===== src/rtl/lsg_pkg.sv =====
package lsg_pkg;

    function automatic int ceil_div(input int num, input int den);
        return (num + den - 1) / den;
    endfunction

endpackage


===== src/rtl/lsg_carry_chunk.sv =====
module lsg_carry_chunk #(
    parameter int WIDTH = 48
) (
    input  logic [WIDTH-1:0] bits_i,
    output logic             carry_o
);
    logic [WIDTH-1:0] sum_unused;

    // Adding an all-ones constant overflows exactly when any bit is set.
    assign {carry_o, sum_unused} = {1'b0, bits_i} + {1'b0, {WIDTH{1'b1}}};

    always_comb begin
        a_r4_carry_any: assert (carry_o == (|bits_i));
    end

endmodule


===== src/rtl/lsg_minterm_array.sv =====
module lsg_minterm_array
    import lsg_pkg::*;
#(
    parameter int                        ADDR_W  = 12,
    parameter int                        SLICE_W = 6,
    parameter int                        N_ENT   = 8,
    parameter logic [N_ENT*ADDR_W-1:0]   ENTRIES = '0
) (
    input  logic [ADDR_W-1:0] addr_i,
    output logic [N_ENT-1:0]  hit_o
);
    localparam int N_SLC = ceil_div(ADDR_W, SLICE_W);
    localparam int PAD_W = N_SLC * SLICE_W;

    function automatic logic [SLICE_W-1:0] slice_of(input int ent, input int slc);
        logic [PAD_W-1:0] wide;
        wide = PAD_W'(ENTRIES[ent*ADDR_W +: ADDR_W]);
        return wide[slc*SLICE_W +: SLICE_W];
    endfunction

    // Lowest entry index that holds the same slice pattern at this position.
    function automatic int owner_of(input int ent, input int slc);
        for (int j = 0; j < ent; j++) begin
            if (slice_of(j, slc) == slice_of(ent, slc)) return j;
        end
        return ent;
    endfunction

    logic [PAD_W-1:0] addr_pad;
    logic [N_ENT-1:0] cmp_eq [N_SLC];

    assign addr_pad = PAD_W'(addr_i);

    // First level: one comparator per distinct (position, pattern) pair.
    for (genvar s = 0; s < N_SLC; s++) begin : g_slc
        for (genvar e = 0; e < N_ENT; e++) begin : g_ent
            if (owner_of(e, s) == e) begin : g_cmp
                assign cmp_eq[s][e] = (addr_pad[s*SLICE_W +: SLICE_W] == slice_of(e, s));
            end else begin : g_none
                assign cmp_eq[s][e] = 1'b0;
            end
        end
    end

    // Second level: AND of the slice results, reading shared comparators.
    for (genvar e = 0; e < N_ENT; e++) begin : g_term
        logic [N_SLC-1:0] part;
        for (genvar s = 0; s < N_SLC; s++) begin : g_pick
            assign part[s] = cmp_eq[s][owner_of(e, s)];
        end
        assign hit_o[e] = &part;
    end

endmodule


===== src/rtl/lock_state_gen.sv =====
module lock_state_gen
    import lsg_pkg::*;
#(
    parameter int ADDR_W   = 12,
    parameter int SLICE_W  = 6,
    parameter int N_SEL    = 8,
    parameter logic [((N_SEL > 0) ? N_SEL : 1)*ADDR_W-1:0] SEL_FLAT =
        {12'hC40, 12'h3A7, 12'h123, 12'h000, 12'h7FF, 12'h050, 12'h3A0, 12'h3A7},
    parameter int CHUNK_W  = 48,
    parameter int GROUP_W  = 6,
    parameter int LATENCY  = 2
) (
    input  logic              clk_i,
    input  logic              rst_ni,
    input  logic              blk_valid_i,
    input  logic [ADDR_W-1:0] blk_addr_i,
    input  logic              force_lock_i,
    output logic              lock_valid_o,
    output logic              lock_o
);
    localparam int N_ENT   = (N_SEL > 0) ? N_SEL : 1;
    localparam int N_CHUNK = ceil_div(N_ENT, CHUNK_W);
    localparam int HIT_PAD = N_CHUNK * CHUNK_W;
    localparam int N_GRP   = ceil_div(N_CHUNK, GROUP_W);
    localparam int GRP_PAD = N_GRP * GROUP_W;
    localparam int TAIL    = LATENCY - 1;

    typedef struct packed {
        logic               s1_valid;
        logic               s1_force;
        logic [N_CHUNK-1:0] s1_carry;
        logic [TAIL-1:0]    p_valid;
        logic [TAIL-1:0]    p_lock;
    } state_t;

    state_t q, d;

    logic [N_ENT-1:0]   hits_raw;
    logic [N_ENT-1:0]   hits;
    logic [HIT_PAD-1:0] hit_pad;
    logic [N_CHUNK-1:0] chunk_carry;
    logic [GRP_PAD-1:0] carry_pad;
    logic [N_GRP-1:0]   grp_or;
    logic               any_hit;

    lsg_minterm_array #(
        .ADDR_W (ADDR_W),
        .SLICE_W(SLICE_W),
        .N_ENT  (N_ENT),
        .ENTRIES(SEL_FLAT)
    ) u_terms (
        .addr_i(blk_addr_i),
        .hit_o (hits_raw)
    );

    assign hits    = (N_SEL > 0) ? hits_raw : '0;
    assign hit_pad = HIT_PAD'(hits);

    // Stage one: carry reduction per chunk.
    for (genvar c = 0; c < N_CHUNK; c++) begin : g_chunk
        lsg_carry_chunk #(.WIDTH(CHUNK_W)) u_chunk (
            .bits_i (hit_pad[c*CHUNK_W +: CHUNK_W]),
            .carry_o(chunk_carry[c])
        );
    end

    // Stage two: OR of registered carries in groups, then one more chain.
    assign carry_pad = GRP_PAD'(q.s1_carry);

    for (genvar g = 0; g < N_GRP; g++) begin : g_grp
        assign grp_or[g] = |carry_pad[g*GROUP_W +: GROUP_W];
    end

    lsg_carry_chunk #(.WIDTH(N_GRP)) u_final (
        .bits_i (grp_or),
        .carry_o(any_hit)
    );

    always_comb begin
        d = q;
        d.s1_valid = blk_valid_i;
        d.s1_force = blk_valid_i & force_lock_i;
        d.s1_carry = blk_valid_i ? chunk_carry : '0;
        for (int k = TAIL - 1; k > 0; k--) begin
            d.p_valid[k] = q.p_valid[k-1];
            d.p_lock[k]  = q.p_lock[k-1];
        end
        d.p_valid[0] = q.s1_valid;
        d.p_lock[0]  = q.s1_valid & (q.s1_force | any_hit);
    end

    always_ff @(posedge clk_i or negedge rst_ni) begin
        if (!rst_ni) q <= '0;
        else         q <= d;
    end

    assign lock_valid_o = q.p_valid[TAIL-1];
    assign lock_o       = q.p_lock[TAIL-1];

    // no lock answer without a valid flag.
    a_r2_idle_low: assert property (@(posedge clk_i) disable iff (!rst_ni)
        !lock_valid_o |-> !lock_o);

    // a registered chunk carry must reach the next output stage.
    a_r4_chunk_to_final: assert property (@(posedge clk_i) disable iff (!rst_ni)
        (q.s1_valid && (|q.s1_carry)) |=> q.p_lock[0]);

    for (genvar e = 0; e < N_SEL; e++) begin : g_chk
        // a minterm only fires on its exact address.
        a_r3_hit_exact: assert property (@(posedge clk_i) disable iff (!rst_ni)
            hits[e] |-> (blk_addr_i == SEL_FLAT[e*ADDR_W +: ADDR_W]));
        for (genvar f = e + 1; f < N_SEL; f++) begin : g_dup
            if (SEL_FLAT[e*ADDR_W +: ADDR_W] == SEL_FLAT[f*ADDR_W +: ADDR_W]) begin : g_same
                // duplicated entries fire together.
                a_r5_dup_agree: assert property (@(posedge clk_i) disable iff (!rst_ni)
                    hits[e] == hits[f]);
            end
        end
    end

endmodule


===== config.mk =====
export PLATFORM = sky130hd
export DESIGN_NAME = lock_state_gen
export DESIGN_NICKNAME = d
export VERILOG_FILES = /design/src/rtl/lsg_pkg.sv /design/src/rtl/lsg_carry_chunk.sv /design/src/rtl/lsg_minterm_array.sv /design/src/rtl/lock_state_gen.sv
export SDC_FILE = /design/constraint.sdc
export NUM_CORES = 1
export LEC_CHECK = 0
export ABC_AREA = 0
export BUFFER_PORTS_ARGS = -buffer_cell sky130_fd_sc_hd__buf_2
export CELL_PAD_IN_SITES_DETAIL_PLACEMENT = 0
export CELL_PAD_IN_SITES_GLOBAL_PLACEMENT = 1
export CORE_AREA = 5 5 42 44
export DETAILED_ROUTE_END_ITERATION = 12
export DIE_AREA = 0 0 47 49
export PLACE_DENSITY = 0.64
export SYNTH_ARGS = -nofsm -noshare
export SYNTH_HDL_FRONTEND = slang
export SYNTH_SLANG_ARGS = --single-unit

===== constraint.sdc =====
create_clock -name clk_i -period 0.8 [get_ports clk_i]
set_input_delay 0.16 -clock clk_i [delete_from_list [all_inputs] [get_ports clk_i]]
set_output_delay 0.16 -clock clk_i [all_outputs]
set_load 0.005 [all_outputs]

### Yosys cells after proc, flatten, opt, wreduce, memory -nomap -nowiden

Index checks and enable logic that the tools add are counted.
W data, S select, Z words.

| word-level totals | value |
|---|---|
| latch bits | 0 |
| input port bits | 16 |
| register bits | 5 |
| output and inout bits | 2 |
| memories | 0 |
| memory bits (writable) | 0 |
| bits in read-only memories | 0 |
| logic and storage cells | 30 |

| cells by class | value |
|---|---|
| multiplexer cells | 1 |
| reduce and logical (&&, ||, !) cells | 9 |
| multiply operators | 0 |
| add/sub/neg operators | 2 |
| equal/unequal tests | 10 |
| shifts and indexed selects | 0 |
| $lt $le $gt $ge | 0 |
| divide/modulo/power cells | 0 |
| bitwise gates (word level) | 3 |

Operators with widths:

| kind | number |
|---|---|
| $add A8 B48 Y49 const B | 1 |
| $eq A6 B6 Y1 const B | 5 |
| $reduce_and A2 Y1 | 7 |
| $eq A6 B5 Y1 const B | 2 |
| $logic_not A6 Y1 | 2 |
| $eq A6 B1 Y1 const B | 1 |
| $eq A6 B3 Y1 const B | 1 |
| $eq A6 B4 Y1 const B | 1 |
| $add A1 B1 Y2 const B | 1 |
| $and A1 B1 Y1 | 2 |
| $mux W1 | 1 |
| $or A1 B1 Y1 | 1 |

### Longest topological paths before layout

Gate-level depths: netlist of the first run.

| logic depth | value |
|---|---|
| depth in word-level cells | 4 |
| gate-level depth with buffers | 4 |
| gate-level depth less buffers | 4 |

### By module

Synthesis of the first run repeated with hierarchy kept, for this count alone.

| second synthesis, totals | value |
|---|---|
| cell total of the unflattened synthesis | 48 |
| area, all modules | 406.6 um^2 |

By module, submodules not included:

| module | area each (um^2) | cells each | sequential area each (um^2) | times used |
|---|---|---|---|---|
| lock_state_gen | 148.9 | 9 | 125.1 | 1 |
| lsg_minterm_array | 143.9 | 22 | 0.0 | 1 |
| lsg_carry_chunk at g_chunk[0].u_chunk | 106.4 | 16 | 0.0 | 1 |
| lsg_carry_chunk at u_final | 7.5 | 1 | 0.0 | 1 |

### Worst setup path after synthesis of the first run

Ideal clock, no wire load.

| timing | value |
|---|---|
| path kind | input -> register |
| start | input port blk_addr_i[2] |
| end | register q, in the netlist grp_or |
| data required time | 735 ps |
| library setup time | 65 ps |
| buffers on the path | 0 |
| stages | 4 |
| path slack | -142 ps |
| arrival | 878 ps |
| cell sequence | nor3_2 > nand3_1 > a2111oi_2 > a211o_1 |

RTL lines:

| item | RTL line | source |
|---|---|---|
| from (decl) | lock_state_gen.sv:16 | `input logic [ADDR_W-1:0] blk_addr_i,` |
| to (signal assigned) | lock_state_gen.sv:93 | `if (!rst_ni) q <= '0;` |
| to (signal assigned) | lock_state_gen.sv:94 | `else q <= d;` |
| to (decl) | lock_state_gen.sv:36 | `state_t q, d;` |

### Worst setup path in the final report of the first run

| timing | value |
|---|---|
| start | register q, in the netlist lock_o |
| end | output port lock_o |

RTL lines:

| item | RTL line | source |
|---|---|---|
| to (decl) | lock_state_gen.sv:19 | `output logic lock_o` |

No word-level cell between the ends.

==> flow_summary.json, run 1 <==
{
  "status": "finished, violations left",
  "violations": "negative setup slack",
  "powerDensity_nw_per_um2": 1310,
  "clk_latency_ps": 230,
  "clock-skew-final_ps": 1.49,
  "crit_chain": "buf_2",
  "clk_pin_slew_worst_paths_ps": 40,
  "fin_tns_setup_ps": -183,
  "htreeDepth": 1,
  "clock-sinks": 5,
  "max_freq_mhz": 1150,
  "grt_pass1_wl_mm": 1.26,
  "critical-path-top-delay-family": "flip-flops",
  "hold_path.class": "in2reg",
  "hold_viol_final": 0,
  "grt_max_degree": 6,
  "dieArea_um2": 2300,
  "worstSetupEndpointType": "output port",
  "setup_viol": 3,
  "startpoint_type": "register",
  "ys_warn_count": 0,
  "fin_ws_ps": -65.8,
  "diodes": 0,
  "cts_tree": "yes",
  "globalplace.congestion": 0.799,
  "reg2reg_from": "grp_or$_DFF_PN0_",
  "register_area_um2": 125,
  "worstRegToRegCells": 1,
  "synth_cells": 29,
  "final_nets": 73,
  "num_vias": 327,
  "syn-cell-area_um2": 284,
  "overflow": 0,
  "slew_viol_final": 0,
  "slowest_stage": "dfrtp_1",
  "antenna_found_initial": 0,
  "period_needed_ps": 866,
  "drcViolationCount": 0,
  "fp.dieW_um": 47,
  "drive_gt1_share_pct": 58.9,
  "ys_types": 18,
  "cts_setup_buffers": 0,
  "synthToLayoutAreaGrowth_pct": 89.0,
  "syn_area_per_cell_um2": 9.79,
  "criticalPathCategory": "reg2out",
  "wl_per_cell_um": 11.5,
  "core.rowCount": 14,
  "track_usage_pct": 7.73,
  "layout_worst_path_cycle_share_pct": 108,
  "worstMarginPinSlew_ps": 266,
  "cap_violations": 0,
  "yosysSeqAreaShare_pct": 44.1,
  "ir_drop_mv": 0.464,
  "ys_ff_latch": 5,
  "die_h_um": 49,
  "cp_slowest_stage_delay_ps": 350,
  "postRouteAntennaNets": 0,
  "firstDrtPassIters": 4,
  "crit_fanout": 1,
  "hold-path-endpoint": "q[3]$_DFF_PN0_",
  "port_buffers": 17,
  "fillerInstances": 149,
  "num_io_pins": 18,
  "rsz0062_at_grt": "yes",
  "start_util_pct": 20.3,
  "leakage_nw": 0.239,
  "avgViaCountPerCell": 4.54,
  "slew_headroom_pct": 82.3,
  "rr_endpoint": "lock_o$_DFF_PN0_",
  "root_buffer": "clkbuf_4",
  "wirelength_um": 829,
  "cts_buffer_depth": 2,
  "dp_hpwl_um": 679,
  "fp.coreArea_um2": 1400,
  "final_util_pct": 38.3,
  "min_path_cells": 2,
  "synth.net_count": 45,
  "cts_made_buffers": 3,
  "crit_arrival_ps": 710,
  "r2r_setup_slack_ps": 160,
  "cp.required_ps": 640,
  "multi_input_area_um2": 210,
  "critical_path_buf_inv_count": 1,
  "first_global_vias": 347,
  "min_from": "force_lock_i",
  "drt_iter0_drc": 1
}
stage by stage:
| stage | setup slack [ps] | cells | cell area (µm²) | hold slack (ps) | power [W] |
|---|---|---|---|---|---|
| after detailed placement | -252 | 67 | 444 | -25.0 | 0.000399 |
| after global placement | -280 | 67 | 444 | -22.3 | 0.000399 |
| after floorplan | -62.4 | 29 | 302 | -136 | 0.000307 |
| final | -65.8 | 72 | 537 | 143 | 0.000701 |
| after CTS | -84.1 | 72 | 487 | 138 | 0.000697 |
| after global routing | -88.8 | 72 | 537 | 143 | 0.000741 |
how the worst max path moves through the flow:
stage	startpoint	end	slack, ps	depth (start not counted)
detailed placement	blk_addr_i[6]	grp_or$_DFF_PN0_	-250	5
global placement	blk_addr_i[6]	grp_or$_DFF_PN0_	-280	5
floorplan	blk_addr_i[6]	grp_or$_DFF_PN0_	-60	4
CTS	lock_o$_DFF_PN0_	lock_o	-80	1
finish	lock_o$_DFF_PN0_	lock_o	-70	1
global route	lock_o$_DFF_PN0_	lock_o	-90	1
final cells by class:
type                            instances  share of cell area (%)
Clock buffer                            4                    4.90
Sequential cell                         5                    23.3
Timing Repair Buffer                   23                    28.9
Multi-Input combinational cell         24                    39.2
Tap cell                               16                    3.73
sequential cells by signal (all words and copies together), names as in the netlist:
| register | cells |
|---|---|
| q | 1 |
| grp_or | 1 |
| lock_valid_o | 1 |
| d | 1 |
| lock_o | 1 |
report_power, final:
group	internal, W	switching [W]	total [W]	leakage, nW
Clock	0.000188	0.0000890	0.000277	0.0150
Combinational	0.0000853	0.0000721	0.000157	0.161
Sequential	0.000264	0.00000285	0.000267	0.0636
Total	0.000537	0.000164	0.000701	0.239
placed cells by master, fill, tap and decap left out, types with 2 or more instances in the layout:
cell type | synthesis | routed
and2_1 | 3 | 2
buf_2 | 0 | 14
buf_4 | 0 | 5
buf_6 | 0 | 2
clkbuf_4 | 0 | 3
dfrtp_1 | 5 | 5
nand3_1 | 3 | 2
nand4b_1 | 2 | 2
nor2_4 | 0 | 2
cells in the mapped netlist (all sizes together):
cell	number	area, µm²
dfrtp	5	125
and2	3	18.8
nand3	3	15.0
nor2	3	11.3
nand4b	2	17.5
nor3	2	15.0
a2111oi	1	15.0
a211o	1	8.76
a21oi	1	5.00
and3	1	6.26
nand2	1	3.75
nand4	1	6.26
nor2b	1	6.26
nor4	1	6.26
o21a	1	7.51
o21ai	1	8.76
o31ai	1	7.51
layer usage:
layer	wire length, µm	vias up	share of wire (%)	GRT usage (%)
li1	-	165	-	-
met1	300	142	36	8.74
met2	385	18	46	10.6
met3	124	2	15	3.69
met4	18	0	2.2	5.99
met5	0	-	0	0
repair_timing:
item                                   CTS  global route
pin swaps                                2             4
endpoints found under the hold margin    5             0
hold buffers                             1             0
resized for setup                        2             9
setup endpoints to repair                3             3
logic make-up after synthesis:
logic type,Yosys count,synth area share [%]
flops,5,44.1
simple gates,18,37.4
compound gates,6,18.5
(Power assumes the default switching activity.)
==> run 2, diff against run 1 <==
--- a/config.mk
+++ b/config.mk
@@ -10,6 +10,7 @@
 export CELL_PAD_IN_SITES_DETAIL_PLACEMENT = 0
 export CELL_PAD_IN_SITES_GLOBAL_PLACEMENT = 1
 export CORE_AREA = 5 5 42 44
+export CTS_BUF_LIST = sky130_fd_sc_hd__clkbuf_8
 export DETAILED_ROUTE_END_ITERATION = 12
 export DIE_AREA = 0 0 47 49
 export PLACE_DENSITY = 0.64
==> run 2 against run 1 <==
The run still ends with negative setup slack left. Fmax is 1.9% higher. Total power is 22% higher. Hold slack better by 16 ps. Global-route usage is 0.28 points higher. Combinational power is 7% lower. Register-to-register slack hardly changed. Cell area is 1.4% lower.
==> flow_summary.json, run 2 (synthesis results as in run 1) <==
{
  "status": "finished, violations left",
  "violations": "negative setup slack",
  "grt_pass1_wl_mm": 1.29,
  "diodes": 0,
  "start_util_pct": 20.3,
  "cts_setup_buffers": 0,
  "num_vias": 329,
  "fp.dieW_um": 47,
  "powerDensity_nw_per_um2": 1620,
  "clock-sinks": 5,
  "track_usage_pct": 8.01,
  "layout_common_cells": "buf_2 (15), dfrtp_1 (5), buf_4 (5)",
  "overflow": 0,
  "root_buffer": "clkbuf_8",
  "dieArea_um2": 2300,
  "cts_made_buffers": 3,
  "dp_hpwl_um": 679,
  "die_h_um": 49,
  "cts_buffer_depth": 2,
  "ir_drop_mv": 0.709,
  "wl_per_cell_um": 10.8,
  "worstMarginPinSlew_ps": 277,
  "fin_tns_setup_ps": -105,
  "slowest_stage": "dfrtp_1",
  "firstDrtPassIters": 2,
  "crit_chain": "buf_2",
  "cts_tree": "yes",
  "slew_viol_final": 0,
  "globalplace.congestion": 0.799,
  "avgViaCountPerCell": 4.57,
  "crit_fanout": 1,
  "synthToLayoutAreaGrowth_pct": 86.3,
  "grt_max_degree": 6,
  "max_freq_mhz": 1180,
  "drcViolationCount": 0,
  "clock-skew-final_ps": 0.420,
  "leakage_nw": 0.249,
  "core.rowCount": 14,
  "clk_pin_slew_worst_paths_ps": 30,
  "antenna_found_initial": 0,
  "crit_arrival_ps": 690,
  "dp.cells": 67,
  "hold_path.class": "in2reg",
  "wirelength_um": 780,
  "cp_slowest_stage_delay_ps": 350,
  "criticalPathCategory": "reg2out",
  "final_common_cell": "buf_2",
  "fillerInstances": 152,
  "hold_viol_final": 0,
  "critical_path_buf_inv_count": 1,
  "critical-path-top-delay-family": "flip-flops",
  "cp.required_ps": 640,
  "slew_headroom_pct": 81.5,
  "layout_worst_path_cycle_share_pct": 106,
  "dpl_worst_slack_ps": -252,
  "port_buffers": 17,
  "cap_violations": 0,
  "htreeDepth": 1,
  "drt_iter0_drc": 1,
  "startpoint_type": "register",
  "final_nets": 73,
  "drive_gt1_share_pct": 62.5,
  "fp.coreArea_um2": 1400,
  "fin_cells": 72,
  "num_io_pins": 18,
  "worstSetupEndpointType": "output port",
  "setup_viol": 3,
  "postRouteAntennaNets": 0,
  "rsz0062_at_grt": "yes",
  "period_needed_ps": 849,
  "first_global_vias": 346,
  "fin_ws_ps": -49.3,
  "clk_latency_ps": 220
}
[run 2: timing repair]
item                       in CTS  in global routing
hold endpoints to repair        5                  0
pin swaps                       5                  0
setup endpoints to repair       3                  3
resized for setup               5                  3
hold buffers                    1                  0
[run 2: report_power, final]
group	switching [W]	total [W]	internal (W)
Sequential	0.00000285	0.000267	0.000264
Combinational	0.0000640	0.000146	0.0000821
Clock	0.000115	0.000443	0.000328
[run 2: worst paths after layout]
kind | from | end | slack (ps) | cells after the start
setup / recovery | lock_o$_DFF_PN0_ | lock_o | -50 | 1
hold / removal | force_lock_i | q[3]$_DFF_PN0_ | 160 | 2
setup reg to reg | grp_or$_DFF_PN0_ | lock_o$_DFF_PN0_ | 160 | 1
hold reg to reg | d[1]$_DFF_PN0_ | lock_valid_o$_DFF_PN0_ | 380 | 0
max in group asynchronous | rst_ni | lock_o$_DFF_PN0_ | 390 | 2
min in group asynchronous | rst_ni | lock_valid_o$_DFF_PN0_ | 290 | 2
[run 2: area by class of cell]
type	instances	area (µm²)	area share, %
multi-input cells	24	190	35.9
repair buffers	23	149	28.1
flip-flops and latches	5	125	23.6
clock buffers	3	41.3	7.80
well taps	16	20.0	3.78
clock inverters	1	3.75	0.709
[run 2: metrics by stage]
step / hold slack [ps] / cell area [µm²] / utilization [%] / power, W
after floorplan: -136 / 302 / - / 0.000307
after global placement: -22.3 / 444 / 31.7 / 0.000399
after detailed placement: -25.0 / 444 / 31.7 / 0.000399
after CTS: 161 / 517 / 36.9 / 0.000864
after global routing: 166 / 529 / 37.8 / 0.000899
final: 159 / 529 / 37.8 / 0.000856
[run 2: layer usage]
layer / vias to the layer above / global-route usage (%) / wire, µm / part of all wire (%)
met5: - / 0 / 0 / 0
met4: 0 / 7.37 / 25 / 3.2
met3: 4 / 3.69 / 138 / 18
met2: 18 / 10.4 / 324 / 42
met1: 142 / 9.19 / 292 / 37
li1: 165 / - / - / -
==> run 3, diff against run 2 <==
--- a/config.mk
+++ b/config.mk
@@ -7,13 +7,14 @@
 export LEC_CHECK = 0
 export ABC_AREA = 0
 export BUFFER_PORTS_ARGS = -buffer_cell sky130_fd_sc_hd__buf_2
+export CAP_MARGIN = 20
 export CELL_PAD_IN_SITES_DETAIL_PLACEMENT = 0
 export CELL_PAD_IN_SITES_GLOBAL_PLACEMENT = 1
 export CORE_AREA = 5 5 42 44
 export CTS_BUF_LIST = sky130_fd_sc_hd__clkbuf_8
 export DETAILED_ROUTE_END_ITERATION = 12
 export DIE_AREA = 0 0 47 49
-export PLACE_DENSITY = 0.64
+export PLACE_DENSITY = 0.61
 export SYNTH_ARGS = -nofsm -noshare
 export SYNTH_HDL_FRONTEND = slang
 export SYNTH_SLANG_ARGS = --single-unit
==> run 3 against run 2 <==
The flow still finishes with violations (negative setup slack). Routed wire length grew 9.0%. Global-route usage grew 0.61 points. Register-to-register slack is essentially flat. Flip-flop and latch count is the same. Non-clock buffer count grew 1. Combinational power is essentially flat. Worst setup slack lost 8.1 ps. Critical path type unchanged. Largest power group unchanged.
==> flow_summary.json, run 3 (synthesis results as in run 1) <==
{
  "worstRegToRegCells": 1,
  "antenna_found_initial": 0,
  "worstMarginPinSlew_ps": 257,
  "cp_slowest_stage_delay_ps": 360,
  "worstSetupEndpointType": "output port",
  "final_util_pct": 38.6,
  "wirelength_um": 850,
  "hold_viol_final": 0,
  "overflow": 0,
  "cp.required_ps": 640,
  "root_buffer": "clkbuf_8",
  "htreeDepth": 1,
  "criticalPathCategory": "reg2out",
  "final_nets": 74,
  "cap_violations": 0,
  "slowest_stage": "dfrtp_1",
  "critical_path_buf_inv_count": 1,
  "cts_setup_buffers": 0,
  "num_io_pins": 18,
  "drt_iter0_drc": 0,
  "seqPwrFrac_pct": 30.9,
  "port_buffers": 17,
  "clock-sinks": 5,
  "internal_power_w": 0.000671,
  "wl_per_cell_um": 11.6,
  "dpl_worst_slack_ps": -274,
  "grt_max_degree": 6,
  "critical-path-top-delay-family": "flip-flops",
  "setup_viol": 3,
  "start_util_pct": 20.3,
  "powerDensity_nw_per_um2": 1600,
  "rr_endpoint": "lock_o$_DFF_PN0_",
  "drcViolationCount": 0,
  "globalplace.congestion": 0.756,
  "switching_share_pct": 22.4,
  "first_global_vias": 350,
  "startpoint": "lock_valid_o$_DFF_PN0_",
  "ir_drop_mv": 0.616,
  "grt_pass1_wl_mm": 1.44,
  "violations": "negative setup slack",
  "synthToLayoutAreaGrowth_pct": 90.3,
  "status": "finished, violations left",
  "cp-endpoint": "lock_valid_o",
  "pwr-share-comb_pct": 17.2,
  "final_common_cell": "buf_2",
  "fp.coreArea_um2": 1400,
  "dp_hpwl_um": 712,
  "crit_chain": "buf_2",
  "clk_latency_ps": 220,
  "cts_buffer_depth": 2,
  "hold_path.class": "in2reg",
  "clock-skew-final_ps": 2.58,
  "layout_worst_path_cycle_share_pct": 107,
  "clk_pin_slew_worst_paths_ps": 40,
  "die_h_um": 49,
  "rsz0062_at_grt": "yes",
  "r2r_setup_slack_ps": 160,
  "dieArea_um2": 2300,
  "firstDrtPassIters": 1,
  "leakage_nw": 0.248,
  "track_usage_pct": 8.62,
  "drive_gt1_share_pct": 59.6,
  "avgViaCountPerCell": 4.52,
  "slew_headroom_pct": 82.9,
  "postRouteAntennaNets": 0,
  "cts_tree": "yes",
  "reg2reg_from": "q[3]$_DFF_PN0_",
  "diodes": 0,
  "crit_arrival_ps": 700,
  "power_frac_clock_pct": 51.9,
  "power_w": 0.000866,
  "layout_common_cells": "buf_2 (16), buf_4 (6), dfrtp_1 (5)",
  "fp.dieW_um": 47,
  "placed_area_um2": 452,
  "max_freq_mhz": 1170,
  "cts_made_buffers": 3,
  "power.switching_w": 0.000194,
  "cp_num_cells": 1,
  "core.rowCount": 14,
  "whs_ps": 148,
  "period_needed_ps": 857,
  "startpoint_type": "register",
  "fin_ws_ps": -57.4,
  "slew_viol_final": 0,
  "design_area_um2": 541,
  "crit_fanout": 1,
  "num_vias": 330
}
[run 3: changes by cell type in the layout (fill, tap and decap cells not counted), sizes merged]
cell	change
buf	+1
[run 3: routing by layer]
metal	wire length [µm]	vias up	global-route usage [%]
met5	0	-	0
li1	-	166	-
met3	121	0	4.43
met4	0	0	2.76
met2	402	18	13.8
met1	326	146	9.53
[run 3: worst min-delay path by stage]
| stage | from | endpoint | slack, ps | cells past startpoint |
|---|---|---|---|---|
| floorplan | rst_ni | d[1]$_DFF_PN0_ | -140 | 0 |
| global placement | rst_ni | q[3]$_DFF_PN0_ | -20 | 1 |
| detailed placement | rst_ni | q[3]$_DFF_PN0_ | -20 | 1 |
| CTS | force_lock_i | q[3]$_DFF_PN0_ | 150 | 2 |
| global route | force_lock_i | q[3]$_DFF_PN0_ | 170 | 2 |
| finish | force_lock_i | q[3]$_DFF_PN0_ | 150 | 2 |
[run 3: area by class of cell]
cell class / count / area, µm²
clock buffer: 3 / 41.3
sequential: 5 / 125
clock inverter: 1 / 3.75
tap: 16 / 20.0
fill: 155 / 861
multi-input combinational: 24 / 204
timing repair buffer: 24 / 146
[run 3: power by group through the flow]
| stage | Clock [W] | Sequential, W | Combinational [W] |
|---|---|---|---|
| floorplan | 0 | 0.000271 | 0.0000360 |
| global placement | 0 | 0.000270 | 0.000134 |
| detailed placement | 0 | 0.000270 | 0.000133 |
| CTS | 0.000464 | 0.000268 | 0.000146 |
| global route | 0.000477 | 0.000269 | 0.000166 |
| finish | 0.000449 | 0.000268 | 0.000149 |
[run 3: what timing repair did]
action	in CTS	in global routing
endpoints found under the hold margin	5	0
cloned	0	0
hold buffers	1	0
resized for setup	4	2
pin swaps	2	1
endpoints found under the setup margin	3	3
[run 3: stage by stage]
stage	setup TNS [ps]	std cells
after floorplan	-62.4	29
after global placement	-298	68
after detailed placement	-274	68
after CTS	-154	73
after global routing	-222	73
final	-127	73
